## config.mk

```make
export PLATFORM = sky130hd
export DESIGN_NAME = tdm_sync_gen
export DESIGN_NICKNAME = d
export VERILOG_FILES = /design/src/rtl/tdm_sync_gen.sv
export SDC_FILE = /design/constraint.sdc
export NUM_CORES = 1
export LEC_CHECK = 0
export BUFFER_PORTS_ARGS = -buffer_cell sky130_fd_sc_hd__buf_4
export CAP_MARGIN = 25
export CORE_ASPECT_RATIO = 1.2
export CORE_UTILIZATION = 56
export DETAILED_ROUTE_END_ITERATION = 10
export PLACE_DENSITY = 0.81
export SYNTH_ARGS = -nofsm -noshare
export SYNTH_HDL_FRONTEND = slang
export SYNTH_SLANG_ARGS = --single-unit
```

## constraint.sdc

```tcl
create_clock -name clk -period 3.55 [get_ports clk]
set_input_delay 0.355 -clock clk [delete_from_list [all_inputs] [get_ports clk]]
set_output_delay 0.355 -clock clk [all_outputs]
set_load 0.03 [all_outputs]
```

## src/rtl/tdm_sync_gen.sv

```systemverilog
module tdm_sync_gen #(
  parameter int DIV_W = 8,
  parameter int LEN_W = 10
) (
  input  logic             clk,
  input  logic             rst_n,
  input  logic             master,
  input  logic [DIV_W-1:0] bclk_div,
  input  logic [LEN_W-1:0] frame_len,
  input  logic [LEN_W-1:0] fs_width,
  input  logic             fs_invert,
  input  logic [LEN_W-1:0] rx_offset,
  input  logic [LEN_W-1:0] tx_offset,
  input  logic             ext_bclk,
  input  logic             ext_fs,
  output logic             bclk_out,
  output logic             fs_out,
  output logic             bit_stb,
  output logic             rx_ts0,
  output logic             tx_ts0
);

  localparam logic [LEN_W-1:0] ONE = LEN_W'(1);

  logic [DIV_W-1:0] div_cnt;
  logic             bclk_q;
  logic [2:0]       bsync;
  logic [1:0]       fsync;
  logic             ext_rise, ext_fs_act;
  logic             started, fs_prev, frame_start;
  logic [LEN_W-1:0] bit_cnt;
  logic [LEN_W-1:0] ofs [2];
  logic [LEN_W-1:0] dly [2];
  logic [1:0]       armed, ts;

  // external timing: two-flop synchronizer, then rising edge detect
  always_ff @(posedge clk) begin
    if (!rst_n) begin
      bsync <= '0;
      fsync <= '0;
    end else begin
      bsync <= {bsync[1:0], ext_bclk};
      fsync <= {fsync[0], ext_fs};
    end
  end

  assign ext_rise   = bsync[1] & ~bsync[2];
  assign ext_fs_act = fsync[1] ^ fs_invert;

  // bit clock divider
  always_ff @(posedge clk) begin
    if (!rst_n || !master) begin
      div_cnt <= '0;
      bclk_q  <= 1'b0;
    end else if (div_cnt >= bclk_div) begin
      div_cnt <= '0;
      bclk_q  <= ~bclk_q;
    end else begin
      div_cnt <= div_cnt + 1'b1;
    end
  end

  assign bit_stb = master ? ((div_cnt >= bclk_div) && !bclk_q) : ext_rise;

  assign frame_start = bit_stb &&
    (master ? (!started || bit_cnt >= frame_len) : (ext_fs_act && !fs_prev));

  // bit position within the frame
  always_ff @(posedge clk) begin
    if (!rst_n) begin
      started <= 1'b0;
      fs_prev <= 1'b0;
      bit_cnt <= '0;
    end else if (bit_stb) begin
      fs_prev <= ext_fs_act;
      if (frame_start) begin
        started <= 1'b1;
        bit_cnt <= '0;
      end else if (started) begin
        bit_cnt <= bit_cnt + 1'b1;
      end
    end
  end

  assign bclk_out = master & bclk_q;
  assign fs_out   = (master && started && bit_cnt <= fs_width) ^ fs_invert;

  // timeslot-0 delay counters: index 0 receive, index 1 transmit
  assign ofs[0] = rx_offset;
  assign ofs[1] = tx_offset;

  for (genvar g = 0; g < 2; g++) begin : g_dly
    always_ff @(posedge clk) begin
      if (!rst_n) begin
        dly[g]   <= '0;
        armed[g] <= 1'b0;
        ts[g]    <= 1'b0;
      end else if (bit_stb) begin
        if (frame_start) begin
          dly[g]   <= ofs[g];
          armed[g] <= (ofs[g] != '0);
          ts[g]    <= (ofs[g] == '0);
        end else if (armed[g]) begin
          dly[g]   <= dly[g] - ONE;
          armed[g] <= (dly[g] != ONE);
          ts[g]    <= (dly[g] == ONE);
        end else begin
          ts[g]    <= 1'b0;
        end
      end
    end
  end

  assign rx_ts0 = ts[0];
  assign tx_ts0 = ts[1];


  rx_ts_hold_chk: assert property (@(posedge clk) disable iff (!rst_n)
    !$past(bit_stb) |-> $stable(rx_ts0));


  tx_ts_hold_chk: assert property (@(posedge clk) disable iff (!rst_n)
    !$past(bit_stb) |-> $stable(tx_ts0));


  fs_hold_chk: assert property (@(posedge clk) disable iff (!rst_n)
    (master && $stable(master) && $stable(fs_invert) && $stable(fs_width) && !$past(bit_stb))
      |-> $stable(fs_out));


  stb_then_rise_chk: assert property (@(posedge clk) disable iff (!rst_n)
    (master && bit_stb) |=> (bclk_out || !master));


  rise_after_stb_chk: assert property (@(posedge clk) disable iff (!rst_n)
    (master && $rose(bclk_out)) |-> $past(bit_stb));

endmodule

```

==> flow_metrics.tcl <==
set metrics [dict create \
    clk_path_buf_depth 2 \
    whs_path_depth 2 \
    grtUsageTotal 0.238 \
    ios 59 \
    avgSynthCellArea_um2 9.27 \
    met3_length_um 234 \
    cts_buffers 5 \
    yosys.cell_types.count 46 \
    power_density_nw_per_um2 315 \
    ys_seq_area_frac 0.375 \
    setup_viol 0 \
    clk_latency_ns 0.30 \
    worst_setup_path_start_kind "flop" \
    wl_met2_um 3480 \
    cap_viol_max_count 0 \
    final_cell_mix "buf_4 (60), inv_1 (40), ha_1 (34), dfxtp_1 (30), nor2_1 (27)" \
    core.rowCount 29 \
    drtPass1Iterations 9 \
    critPathRequiredTime_ns 3.48 \
    worst-r2r-setup-slack_ns 0.72 \
    r2r-end "dly[1][7]" \
    post_cts_buffers 0 \
    numPortBuffers 58 \
    syn_nets 433 \
    num_antenna_cells 0 \
    cts_sinks 50 \
    netlist_top_cells_area "dfxtp_1 (19%), edfxtp_1 (19%), ha_1 (13%)" \
    status "finished, violations left" \
    die-height_um 84.8 \
    fp.dieW_um 71 \
    min_period_ns 2.83 \
    synth-main-ff-cell "dfxtp_1" \
    gp_congestion 0.868 \
    crit_fanout 12 \
    path_clk_slew_ns 0.10 \
    drt-initial-drc-count 102 \
    fin_nets 493 \
    final_common_cell "buf_4" \
    ys.warnings.count 0 \
    overflow 0 \
    grt_pass1_vias 2655 \
    synth-edff-count 20 \
    antenna_found_initial 0 \
    rr_worst_depth 9 \
    synth_area_um2 3200 \
    area_growth_pct 18.7 \
    wl_met1_um 2940 \
    ant_nets 0 \
    drive_gt1_frac 0.197 \
    cts_tree "built" \
    setup_tns_ns 0 \
    timing.rr.start "div_cnt[2]" \
    skew_ns 0.00890 \
    dr.max_layer_used "met4" \
    min_to "bsync[0]" \
    critPathCaptureType "flop" \
    worstSetupPathType "flop to flop" \
    leakage_nw 1.63 \
    routedWlPerCell_um 14.4 \
    grt_pass1_wl_um 11600 \
    design.core.area_um2 5410 \
    grt_max_degree 20 \
    drv_slew 0 \
    cts_resized 0 \
    die_area_um2 6020 \
    holdWs_ns 0.258 \
    total_power_mw 1.20 \
    min_from "ext_bclk" \
    hold_viol_final 0 \
    cts_hold_buf 0 \
    wirelength_um 6720 \
    async_reset_ff_frac 0 \
    crit_slowest_cell "dfxtp_1" \
    cp_data_arrival_time_ns 2.77 \
    slowest_delay_ns 0.39 \
    worst_slew_pin_slew_ns 0.537 \
    grt_setup_unrepaired "no" \
    relSlewSlack 0.639 \
    start_util 0.592 \
    finalCritPeriodShare 0.799 \
    synth_seq_cells 50 \
    yosys.area.top_type "dfxtp_1" \
    fmax_mhz 353 \
    vias 2722 \
    dpl.hpwl_um 5250 \
    viasPerCell 5.82 \
    netlist.area_leader.share 0.188 \
    route.detailed.drc 4 \
    netlist_instances 345 \
    h-tree-depth 2 \
    ir_drop_mv 0.200 \
    crit_chain "ha_1 -> a211o_1 -> a31oi_1 -> o311ai_2 -> o21ai_2 -> inv_2 -> nand4_1 -> buf_4 -> nand3_1" \
    root_buffer "clkbuf_8" \
    violations "design-rule violations" \
    hp-class "input pin to flop" \
]
## worst max-delay path: cells and delay by family, from the launching register on
family	cells	cell delay (ns)
fa+ha+maj	1	0.26
simple gates	2	0.49
compound gates	4	1.01
buf+inv	2	0.32
flops	1	0.39
## layout make-up
type / instances / area, µm²
well taps: 62 / 77.6
flip-flops and latches: 50 / 1200
clock inverters: 2 / 12.5
multi-input cells: 246 / 1810
inverters: 41 / 154
clock buffers: 6 / 82.6
fillers: 430 / 1610
repair buffers: 61 / 462
## power breakdown
part	total, mW	leakage (nW)	internal, mW	switching (mW)
Sequential	0.645	0.457	0.624	0.0210
Clock	0.347	0.0472	0.157	0.190
Combinational	0.204	1.13	0.0995	0.105
## cell families after synthesis
family,after synthesis,synth area share
buffers and inverters,49,0.0614
AOI/OAI and AO/OA,75,0.180
and+or+nand+nor,110,0.176
DFF,50,0.375
xor gates and xnor gates,27,0.0739
adders and majority gates,34,0.133
## per-stage QoR
stage               instances  utilization  cell area, µm²  setup WS (ns)
floorplan                 345            -            3200          0.912
global placement          459        0.682            3690          0.671
detailed placement        460        0.685            3700          0.580
CTS                       468        0.702            3800          0.701
global route              468        0.702            3800          0.533
finish                    468        0.702            3800          0.715
## worst max path at each step
stage	from	end	slack [ns]
3_3_place_gp	bclk_div[2]	dly[1][4]	0.67
5_1_grt	div_cnt[2]	dly[1][1]	0.53
3_5_place_dp	bclk_div[2]	dly[1][4]	0.58
4_1_cts	div_cnt[2]	dly[1][1]	0.70
6_report	div_cnt[2]	dly[1][7]	0.72
2_1_floorplan	bclk_div[2]	dly[1][0]	0.91
## per-layer routing
layer	track usage	vias up
met5	0	-
met4	0.0618	0
met3	0.0360	9
met2	0.441	63
met1	0.286	1279
li1	-	1371
## synth_stat cells, drive strengths merged, types with 6 or more instances
master,instances
inv,41
nand4,7
a211oi,7
o2bb2ai,20
nand3,17
xor2,9
o21ai,11
nor3,9
o22ai,6
ha,34
dfxtp,30
nand2,18
nor2,27
buf,6
nor4,7
and2,6
a21oi,12
edfxtp,20
xnor2,18
## flip-flops by register name, summed over array words and instances (netlist names)
signal and cells:
fsync 2, fs_prev 1, started 1, rx_ts0 1, div_cnt 8, bclk_q 1, armed 2, dly 20
tx_ts0 1, bit_cnt 10, bsync 3
Power figures use the tool's default switching activity.
